<file path="config.mk">
export PLATFORM = sky130hd
export DESIGN_NAME = pc_stack_seq
export DESIGN_NICKNAME = d
export VERILOG_FILES = /design/src/rtl/pc_stack_seq.sv
export SDC_FILE = /design/constraint.sdc
export NUM_CORES = 1
export LEC_CHECK = 0
export ABC_AREA = 1
export BUFFER_PORTS_ARGS = -buffer_cell sky130_fd_sc_hd__buf_2
export CORE_ASPECT_RATIO = 0.7
export CORE_MARGIN = 10
export CORE_UTILIZATION = 31
export DETAILED_ROUTE_END_ITERATION = 8
export RECOVER_POWER = 100
export SYNTH_ARGS = -nofsm -noshare
export SYNTH_HDL_FRONTEND = slang
export SYNTH_SLANG_ARGS = --single-unit
</file>
<file path="constraint.sdc">
create_clock -name clk -period 4.13 [get_ports clk]
set_input_delay 0.6195 -clock clk [delete_from_list [all_inputs] [get_ports clk]]
set_output_delay 0.6195 -clock clk [all_outputs]
set_load 0.01 [all_outputs]
</file>
<file path="src/rtl/pc_stack_seq.sv">
module pc_stack_seq #(
  parameter logic [7:0] SP_RESET = 8'h00
) (
  input  logic        clk,
  input  logic        rst_n,
  input  logic        start,
  input  logic [3:0]  kind,
  input  logic [15:0] operand,
  input  logic [1:0]  len,
  input  logic        taken,
  output logic        busy,
  output logic [15:0] pc,
  output logic [7:0]  sp,
  output logic        mem_we,
  output logic        mem_re,
  output logic [7:0]  mem_addr,
  output logic [7:0]  mem_wdata,
  input  logic [7:0]  mem_rdata
);

  localparam logic [3:0] K_ABS12  = 4'd1;
  localparam logic [3:0] K_ABS16  = 4'd2;
  localparam logic [3:0] K_REL8   = 4'd3;
  localparam logic [3:0] K_REL16  = 4'd4;
  localparam logic [3:0] K_CALL12 = 4'd5;
  localparam logic [3:0] K_CALL16 = 4'd6;
  localparam logic [3:0] K_CALLR  = 4'd7;
  localparam logic [3:0] K_RET    = 4'd8;

  logic [1:0]  ph;
  logic [3:0]  k_q;
  logic [15:0] nxt_q, tgt_q, tgt_d;
  logic        tk_q;
  logic [7:0]  hi_q;

  wire        accept = start & ~busy;
  wire        active = busy | accept;
  wire [3:0]  k      = busy ? k_q : kind;
  wire [15:0] nxt_d  = pc + {14'd0, len};
  wire [15:0] nxt    = busy ? nxt_q : nxt_d;

  wire is_call = (k == K_CALL12) || (k == K_CALL16) || (k == K_CALLR);
  wire is_ret  = (k == K_RET);
  wire is_cond = (k == K_ABS12) || (k == K_ABS16) || (k == K_REL8) || (k == K_REL16);
  wire is_flow = is_cond || is_call || is_ret;

  logic [1:0] last_idx;
  always_comb begin
    if (k == K_REL16 || k == K_CALLR) last_idx = 2'd3;
    else if (is_flow)                 last_idx = 2'd1;
    else                              last_idx = 2'd0;
  end

  wire at_last = active && (ph == last_idx);
  wire push    = active && is_call && (ph < 2'd2);
  wire pop     = active && is_ret  && (ph < 2'd2);

  assign busy      = (ph != 2'd0);
  assign mem_we    = push;
  assign mem_re    = pop;
  assign mem_addr  = push ? sp + 8'd1 : sp;
  assign mem_wdata = (ph == 2'd0) ? nxt[7:0] : nxt[15:8];

  always_comb begin
    case (kind)
      K_ABS12, K_CALL12: tgt_d = {nxt_d[15:12], operand[11:0]};
      K_ABS16, K_CALL16: tgt_d = operand;
      K_REL8:            tgt_d = nxt_d + {{8{operand[7]}}, operand[7:0]};
      K_REL16, K_CALLR:  tgt_d = nxt_d + operand - 16'd1;
      default:           tgt_d = nxt_d;
    endcase
  end

  wire go = is_cond ? tk_q : 1'b1;

  always_ff @(posedge clk) begin
    if (!rst_n) begin
      ph    <= 2'd0;
      pc    <= 16'h0000;
      sp    <= SP_RESET;
      k_q   <= 4'd0;
      nxt_q <= 16'h0000;
      tgt_q <= 16'h0000;
      tk_q  <= 1'b0;
      hi_q  <= 8'h00;
    end else begin
      if (accept) begin
        k_q   <= kind;
        nxt_q <= nxt_d;
        tgt_q <= tgt_d;
        tk_q  <= taken;
      end
      if (push) sp <= sp + 8'd1;
      if (pop)  sp <= sp - 8'd1;
      if (pop && ph == 2'd0) hi_q <= mem_rdata;
      if (at_last) begin
        ph <= 2'd0;
        if (is_ret)       pc <= {hi_q, mem_rdata};
        else if (!is_flow) pc <= nxt;
        else if (go)      pc <= tgt_q;
        else              pc <= nxt;
      end else if (active) begin
        ph <= ph + 2'd1;
      end
    end
  end

endmodule


</file>
==> results of run 1 <==
## area by class of cell
class,instances,area [sq um],share of cell area (%)
Multi-Input combinational cell,753,3978,56.25
Tap cell,264,330.3,4.671
Antenna cell,1,2.502,0.03539
Clock buffer,10,229.0,3.238
Timing Repair Buffer,94,452.9,6.405
Sequential cell,71,1421,20.10
Clock inverter,6,61.31,0.8670
Inverter,159,596.8,8.439
## logic make-up (layout without fill, tap and decap cells)
| kind of cell | count (synthesis) | in the layout |
|---|---|---|
| AOI/OAI and AO/OA | 213 | 213 |
| xor gates and xnor gates | 23 | 23 |
| adders and majority gates | 45 | 45 |
| buffers and inverters | 185 | 269 |
| DFF | 71 | 71 |
| other | 0 | 1 |
| and+or+nand+nor | 472 | 472 |
## power groups by stage
| stage | clock network (mW) | registers, mW | logic [mW] |
|---|---|---|---|
| final | 0.783 | 1.06 | 3.26 |
| after global routing | 0.818 | 1.09 | 3.68 |
| after CTS | 0.790 | 1.06 | 3.30 |
| after detailed placement | 0 | 1.07 | 3.27 |
| after global placement | 0 | 1.07 | 3.25 |
| after floorplan | 0 | 1.05 | 2.31 |
## Yosys cell counts, types with 4 or more instances
cell type	count	area, sq um
a21oi_1	72	360.4
xor2_1	21	183.9
buf_2	4	20.02
nor2_1	74	277.8
clkbuf_1	18	67.56
nand3b_1	5	37.54
nand3_1	78	390.4
or2_2	9	56.30
inv_1	157	589.3
a41oi_1	4	35.03
nand2_1	276	1036
o211ai_1	17	127.6
o21bai_1	6	45.04
o21ai_1	13	65.06
ha_1	42	525.5
nor3_1	11	55.05
o21ai_0	84	420.4
dfxtp_1	71	1421
## registers in the layout, indices dropped and copies added (netlist names)
| register | cells |
|---|---|
| hi_q | 8 |
| tgt_q | 16 |
| tk_q | 1 |
| nxt_q | 16 |
| pc | 16 |
| sp | 8 |
| ph | 2 |
| k_q | 4 |
## timing repair
| action | 4_1_cts | 5_1_grt |
|---|---|---|
| setup buffers | 0 | 0 |
| resized for setup | 0 | 3 |
| endpoints found under the hold margin | 0 | 0 |
| setup endpoints to repair | 0 | 3 |
## metal layers
metal	vias to the layer above	part of all wire [%]	track usage, %
li1	3440	-	-
met1	3138	52	25.00
met2	294	39	22.76
met3	11	8.7	3.359
met4	2	0.34	1.639
met5	-	0.032	0
## metrics by stage
stage | cells | total power, mW
floorplan | 1009 | 3.366
global placement | 1341 | 4.320
detailed placement | 1341 | 4.345
CTS | 1357 | 5.145
global route | 1357 | 5.590
finish | 1358 | 5.107
## how the worst max path moves through the flow
stage               startpoint           to  slack, ns
detailed placement      len[0]    tgt_q[11]      -0.01
global placement        len[0]    tgt_q[11]       0.02
global route             ph[1]  mem_addr[7]       0.03
finish                   ph[1]  mem_addr[6]       0.34
CTS                      pc[0]    tgt_q[11]       0.27
floorplan               len[0]    tgt_q[10]       0.55
## worst max-delay path, delay by kind of cell, from the launching register on
kind | cells | cell delay (ns)
flip-flops | 1 | 0.36
AND/OR/NAND/NOR | 4 | 0.95
adder cells (fa/ha/maj) | 1 | 0.40
XOR/XNOR | 1 | 0.23
buffers and inverters | 3 | 0.88
## cells in the final DEF, fill, tap and decap left out, types with 11 or more instances in the layout
cell type and n:
nor3_1 11, buf_2 36, nor2_1 75, clkbuf_1 43
dfxtp_1 71, inv_1 158, nand2_1 278, ha_1 42
xor2_1 21, o21ai_0 94, o211ai_1 17, a21oi_1 71
nand3_1 78, buf_4 13
==> results.txt, run 1 <==
outcome: complete, no violations
complex-gate fraction of the synthesized area: 19.49%
GP Congestion: 0.9779
initial antenna violation count: 2
CP Max Fanout: 19
fin worst setup slack: 0.3392 ns
total routed wirelength: 21.71 mm
sequential power share: 20.8%
number of remaining DRC errors: 0
R2R Setup Slk: 0.38 ns
Async S/R FF share, synth: 0%
placed inst area: 6857 sq um
VDD IR max: 0.3760 mV
initial drt markers: 697
Yosys cell types: 44
clk sinks: 71
I/O Buffers: 76
average size of a mapped cell: 6.077 sq um
largest net degree at the start of global routing: 35
slowest CP cell: inv_1
final hold vios: 0
EDFF count, synth: 0
hold depth: 2
via count: 6885
H-tree levels: 3
Root Driver: clkbuf_16
vias in the first global route: 6175
vias per inst: 5.070
layout cells sized above 1: 8.234%
Die W: 188.1 um
CP Launch Type: flop
hold-fix buffers at CTS: 0
Critical Path Most Common Cell: inv_1
largest family of logic cells by synthesized area: simple AND/OR/NAND/NOR gates
r2r endpoint: tgt_q[10]
WL per Instance: 15.99 um
DRT antenna net count: 0
CP Cell Sequence: inv_1, ha_1, inv_1, nor2_2, nor2_1, nand3_1, nor4_1, xor2_1, clkbuf_1
Critical Path Max Stage Delay: 0.61 ns
Hold Crit Class: flop to flop
grt ovf: 0
Fillers: 2110
power density over the cells: 722.2 nW/um^2
Chip Height: 137.7 um
Int Pwr: 2.384 mW
initial core utilization: 31.97%
Util after Layout: 36.87%
Max Freq: 0.2638 GHz
CTS tree: built
die area: 25900 sq um
Max Slew Vio Count: 0
worst-margin pin slew: 1.489 ns
relative slew slack: 0.7559%
Synth Area in Adders: 9.549%
hold_sp: k_q[1]
WHS: 0.4472 ns
RR Startpoint: pc[0]
hold path endpoint: k_q[1]
reg2reg path depth: 20
Simple-Gate Fraction of Synth Area: 32.79%
XOR/XNOR share of the synthesized area: 3.285%
nets@finish: 1167
Worst Setup End Kind: primary output
worst skew pair latency: 0.34 ns
combinational share of power: 63.8%
mux contribution to synthesized area: 0%
Sw Pwr: 2.723 mW
Num CTS Buffers: 9
GRT Total Usage: 16.22%
clock power share: 15.3%
RSZ-0062 raised after global routing: no
first-pass GRT wire length: 34.02 mm
mapped cell area: 6132 sq um
final period utilization: 91.79%
Post-Syn Nets: 1088
Place WS: -0.01102 ns
TritonRoute pass-1 iters: 6
clock slew at reported path FFs: 0.07 ns
minimum clock period: 3.791 ns
Layout area overhead: 15.32%
Post-Synthesis Cells: 1009
CP required: 3.51 ns
setup violators final: 0
# rows: 42
Leak: 3.505 nW
Finished Cell Area: 7072 sq um
DP HPWL: 17.51 mm
switching portion of total power: 53.31%
CTS Buffer Depth: 2
Crit Path Class: flop to primary output
Core ar.: 19180 sq um
Ys Warns: 0
Yosys reg bits: 71
Fin Setup TNS: 0 ns
post-synthesis sequential area ratio: 23.18%
final setup skew: 0.01173 ns
Most used DFF post-synth: dfxtp_1
Max-cap violations: 0
num ports: 77
Worst EP arrival: 3.17 ns
Note: power is estimated with default switching activity, not from simulation.
==> run 2, diff against run 1 <==
ABC_AREA = default   (was 1)
==> results.txt, run 2 <==
clock slew at reported path FFs: 0.06 ns (about the same)
worst-margin pin slew: 0.9272 ns (-0.5615 ns)
Top Registers: nxt_q: 16 flops, pc: 16 flops, tgt_q: 16 flops
combinational share of power: 66.0% (+2.2 points)
area leader, netlist: dfxtp_1
power density over the cells: 787.7 nW/um^2 (+9.1%)
Finished Cell Area: 6883 sq um (-2.7%)
vias in the first global route: 5654 (-8.4%)
Post-Syn Nets: 833 (-23%)
GP Congestion: 0.9562 (-2.2%)
final setup skew: 0.006897 ns (-0.004837 ns)
Num CTS Buffers: 9 (unchanged)
final hold vios: 0 (unchanged)
relative slew slack: 38.19% (+37 points)
WHS: 0.4546 ns (+0.007363 ns)
Ys Warns: 0 (unchanged)
DRT antenna net count: 0 (unchanged)
Worst EP arrival: 3.27 ns (+0.10 ns)
Worst Setup End Kind: primary output
Crit Path Class: flop to primary output
initial antenna violation count: 0 (-2)
nets@finish: 935 (-20%)
Post-synth top cells: nand2_1 (92), a21oi_1 (76), nor2_1 (72)
DP HPWL: 14.99 mm (-14%)
Leak: 2.985 nW (-15%)
Layout area overhead: 19.72%
first-pass GRT wire length: 30.55 mm (-10%)
EDFF count, synth: 0 (unchanged)
TritonRoute pass-1 iters: 5 (-1)
synth top area cells: dfxtp_1 (25%), ha_1 (9.1%), a21oi_1 (6.6%)
ANT cells: 0 (-1)
total routed wirelength: 18.92 mm (-13%)
VDD IR max: 0.3151 mV (-16%)
minimum clock period: 3.886 ns (+0.09557 ns)
initial drt markers: 493 (-29%)
# rows: 41 (-2.4%)
mapped cell area: 5749 sq um (-6.2%)
Die W: 182.8 um (-2.8%)
CP required: 3.51 ns (about the same)
placed inst area: 6680 sq um (-2.6%)
vias per inst: 5.242 (+3.4%)
Hold Crit Class: flop to flop
WL per Instance: 17.25 um (+7.9%)
H-tree levels: 3 (unchanged)
GRT Total Usage: 15.25% (-0.97 points)
die area: 24480 sq um (-5.5%)
I/O Buffers: 76 (unchanged)
CP Launch Type: flop
most numerous cell in the Yosys netlist: nand2_1
initial core utilization: 31.75% (-0.22 points)
final period utilization: 94.10% (+2.3 points)
Post-Synthesis Cells: 754 (-25%)
Max-cap violations: 0 (unchanged)
clk sinks: 71 (unchanged)
Max Freq: 0.2573 GHz (-2.5%)
clock power share: 14.2% (-1.1 points)
sequential power share: 19.9% (-0.9 points)
number of remaining DRC errors: 0 (unchanged)
top-area cell type share of the netlist area: 24.72% (+1.5 points)
layout cells sized above 1: 14.98% (+6.7 points)
post-CTS setup buffers: 0 (unchanged)
worst skew pair latency: 0.34 ns (about the same)
switching portion of total power: 47.44% (-5.9 points)
Chip Height: 133.9 um (-2.7%)
average size of a mapped cell: 7.625 sq um (+25%)
CTS Buffer Depth: 2 (unchanged)
Core ar.: 18110 sq um (-5.6%)
grt ovf: 0 (unchanged)
Root Driver: clkbuf_16
Async S/R FF share, synth: 0% (unchanged)
setup violators final: 0 (unchanged)
most frequent cells in the layout: nand2_1 (92), a21oi_1 (76), nor2_1 (72)
most common cell after layout, fill and taps aside: nand2_1
Int Pwr: 2.850 mW (+20%)
Most used DFF post-synth: dfxtp_1
num ports: 77 (unchanged)
Yosys cell types: 75 (+70%)
Max Slew Vio Count: 0 (unchanged)
Yosys reg bits: 71 (unchanged)
post-synthesis sequential area ratio: 24.72% (+1.5 points)
outcome: complete, no violations
largest net degree at the start of global routing: 53 (+51%)
CP Max Fanout: 16 (-3)
via count: 5751 (-16%)
CTS tree: built
hold-fix buffers at CTS: 0 (unchanged)
Sw Pwr: 2.572 mW (-5.5%)
[run 2: per-stage QoR]
step	setup TNS (ns)	utilization [%]	power [mW]	setup WS, ns	instances
finish	0	38.01	5.422	0.2436	1097
CTS	0	38.49	5.466	0.2188	1097
global route	-0.03171	38.01	5.901	-0.02574	1097
global placement	-0.07656	36.89	4.648	-0.06348	1081
floorplan	0	-	3.504	0.07147	754
detailed placement	-0.1907	36.89	4.682	-0.08967	1081
[run 2: power by group through the flow]
stage | clock network, mW | logic [mW] | registers (mW)
after global routing | 0.811 | 3.98 | 1.11
after floorplan | 0 | 2.43 | 1.07
after CTS | 0.779 | 3.61 | 1.08
final | 0.768 | 3.58 | 1.08
after detailed placement | 0 | 3.59 | 1.09
after global placement | 0 | 3.56 | 1.09
[run 2: path summary, 6_finish.rpt]
check / from / end / slack [ns] / cells after the start
worst max-delay path: ph[1] / mem_re / 0.24 / 6
worst min-delay path: nxt_q[0] / nxt_q[0] / 0.45 / 2
worst max register to register: pc[0] / tgt_q[15] / 0.31 / 18
worst min register to register: nxt_q[0] / nxt_q[0] / 0.45 / 2
[run 2: final cells by class]
| cell class | instances | area [sq um] |
|---|---|---|
| Clock buffer | 10 | 229.0 |
| Clock inverter | 6 | 61.31 |
| Fill cell | 1921 | 11230 |
| Inverter | 56 | 210.2 |
| Multi-Input combinational cell | 589 | 3959 |
| Sequential cell | 71 | 1421 |
| Tap cell | 236 | 295.3 |
| Timing Repair Buffer | 129 | 706.9 |
[run 2: kinds of logic after synthesis]
logic type	count (synthesis)	synth area share (%)
mux	21	3.721
buf+inv	94	6.529
flops	71	24.72
simple gates	247	21.02
fa+ha+maj	45	10.18
xor+xnor	60	9.402
compound gates	216	24.42
[run 2: layer usage]
layer	part of all wire, %	routed length (um)	GRT usage (%)	vias to the layer above
li1	-	-	-	2864
met1	49	9347	21.93	2708
met2	43	8107	22.53	167
met3	7.2	1360	4.085	12
met4	0.55	104	2.146	0
met5	0	0	0	-
[run 2: repair_timing]
action | 4_1_cts | 5_1_grt
setup endpoints to repair | 0 | 4
gates resized for setup | 0 | 7
hold endpoints to repair | 0 | 0
[run 2: critical path, cell delays in order, from the launching register on]
cell and delay [ns]:
dfxtp_1 0.35, inv_1 0.10, ha_1 0.57, mux2i_2 0.72
or2_0 0.80, nor3_4 0.18, clkbuf_2 0.20
==> run 3, diff against run 2 <==
CORE_UTILIZATION = 54   (was 31)
PLACE_DENSITY = 0.75   (was default)
==> results.txt, run 3 (same netlist as run 2, synthesis figures left out) <==
outcome: complete, no violations
initial core utilization: 55.52% (+24 points)
Max Freq: 0.2518 GHz (-2.2%)
GR peak layer: met2
Core ar.: 10360 sq um (-43%)
most common cell after layout, fill and taps aside: nand2_1
worst skew pair latency: 0.34 ns (about the same)
Placed Cells incl. Taps: 986 (-8.8%)
GP Congestion: 0.9369 (-2.0%)
CTS Buffer Depth: 2 (unchanged)
final period utilization: 96.17% (+2.1 points)
clk sinks: 71 (unchanged)
relative slew slack: 32.09% (-6.1 points)
clock slew at reported path FFs: 0.06 ns (about the same)
grt met1 use: 29.63% (+7.7 points)
placed inst area: 6618 sq um (-0.94%)
Root Driver: clkbuf_16
most frequent cells in the layout: nand2_1 (92), a21oi_1 (75), nor2_1 (72)
RSZ-0062 raised after global routing: no
TritonRoute pass-1 iters: 6 (+1)
worst-margin pin slew: 0.9904 ns (+0.06317 ns)
initial antenna violation count: 0 (unchanged)
Layout area overhead: 18.76%
vias per inst: 5.997 (+14%)
Worst EP arrival: 4.20 ns (+0.93 ns)
final setup skew: 0.006538 ns (-0.0003590 ns)
Leak: 3.035 nW (+1.7%)
Fin Setup TNS: 0 ns (unchanged)
initial drt markers: 555 (+13%)
ANT cells: 0 (unchanged)
Die W: 143.3 um (-22%)
hold_sp: nxt_q[0]
setup violators final: 0 (unchanged)
Max Slew Vio Count: 0 (unchanged)
nets@finish: 945 (+1.1%)
grt ovf: 0 (unchanged)
num ports: 77 (unchanged)
hold-fix buffers at CTS: 0 (unchanged)
Crit Path Class: flop to flop
WL per Instance: 18.66 um (+8.2%)
met2 Use GR: 39.31% (+17 points)
via count: 6015 (+4.6%)
largest net degree at the start of global routing: 52 (-1.9%)
DRT antenna net count: 0 (unchanged)
GRT Total Usage: 23.77% (+8.5 points)
layout cells sized above 1: 15.84% (+0.86 points)
Finished Cell Area: 6828 sq um (-0.80%)
Num CTS Buffers: 9 (unchanged)
VDD IR max: 0.4750 mV (+51%)
vias in the first global route: 5910 (+4.5%)
H-tree levels: 3 (unchanged)
power density over the cells: 811.9 nW/um^2 (+3.1%)
Max-cap violations: 0 (unchanged)
Chip Height: 106.3 um (-21%)
post-route insts no fill: 1003 (-8.6%)
Hold Crit Class: flop to flop
DP HPWL: 14.59 mm (-2.7%)
Top Registers: nxt_q: 16 flops, pc: 16 flops, tgt_q: 16 flops
total routed wirelength: 18.71 mm (-1.1%)
final hold vios: 0 (unchanged)
CP Launch Type: flop
grt met3 use: 6.803% (+2.7 points)
# rows: 31 (-24%)
minimum clock period: 3.972 ns (+0.08560 ns)
die area: 15240 sq um (-38%)
CTS tree: built
CP Launch Point: pc[0]
number of remaining DRC errors: 0 (unchanged)
Worst Setup End Kind: flop
I/O Buffers: 76 (unchanged)
CP Max Fanout: 4 (-12)
Place WS: -0.2267 ns (-0.1371 ns)
RR Startpoint: pc[0]
fin worst setup slack: 0.1580 ns (-0.08560 ns)
CP required: 4.36 ns (+0.85 ns)
first-pass GRT wire length: 29.68 mm (-2.8%)
==> run 3: cell count changes in the layout (fill, tap and decap cells not counted), moves of 2 or more <==
cell,before,now
buf_4,43,50
clkinv_2,3,0
clkinvlp_4,1,3
inv_6,0,3
o21ai_0,33,31
o21ai_1,3,5
==> run 3: worst paths after layout <==
check,slack (ns),end,cells past startpoint
max,0.16,tgt_q[15],18
min,0.46,nxt_q[0],2
max reg2reg,0.16,tgt_q[15],18
min reg2reg,0.46,nxt_q[0],2
==> run 3: through the flow <==
step / hold slack, ns / power [mW] / utilization, %
5_1_grt: 0.4735 / 5.953 / 65.93
4_1_cts: 0.4626 / 5.565 / 66.84
6_report: 0.4599 / 5.543 / 65.93
3_5_place_dp: 0.4527 / 4.734 / 63.90
2_1_floorplan: 0.4332 / 3.504 / -
3_3_place_gp: 0.4460 / 4.612 / 63.90
==> run 3: cell type report <==
cell class / instances / area, sq um
fillers: 951 / 3528
clock inverters: 7 / 78.83
well taps: 132 / 165.2
clock buffers: 9 / 225.2
flip-flops and latches: 71 / 1423
inverters: 56 / 210.2
repair buffers: 139 / 775.7
multi-input cells: 589 / 3950
==> run 3: worst max-delay path, cell delays in order, from the launching register on <==
cell	delay (ns)
dfxtp_2	0.36
ha_1	0.17
inv_1	0.05
fa_1	0.41
clkbuf_1	0.16
xnor2_2	0.16
inv_1	0.06
ha_1	0.30
inv_1	0.10
fa_2	0.42
a211oi_1	0.41
o21ai_1	0.16
a221oi_2	0.28
buf_4	0.17
o31ai_1	0.08
a21oi_1	0.15
mux2i_1	0.08
a211oi_1	0.24
a21oi_1	0.09
==> run 3: timing repair <==
action	in CTS	in global routing
setup endpoints to repair	0	6
gates resized for setup	0	11
setup buffers	0	1
==> run 3: metal layers <==
layer,vias to the layer above,wire length (um)
met5,-,0
met4,0,431
met3,49,1554
met2,257,8693
met1,2809,8031
li1,2900,-
==> run 3: where the power goes <==
| group | internal, mW | leakage (nW) | switching [mW] |
|---|---|---|---|
| Combinational | 1.55 | 2.31 | 2.11 |
| Sequential | 0.878 | 0.581 | 0.205 |
| Clock | 0.474 | 0.139 | 0.329 |
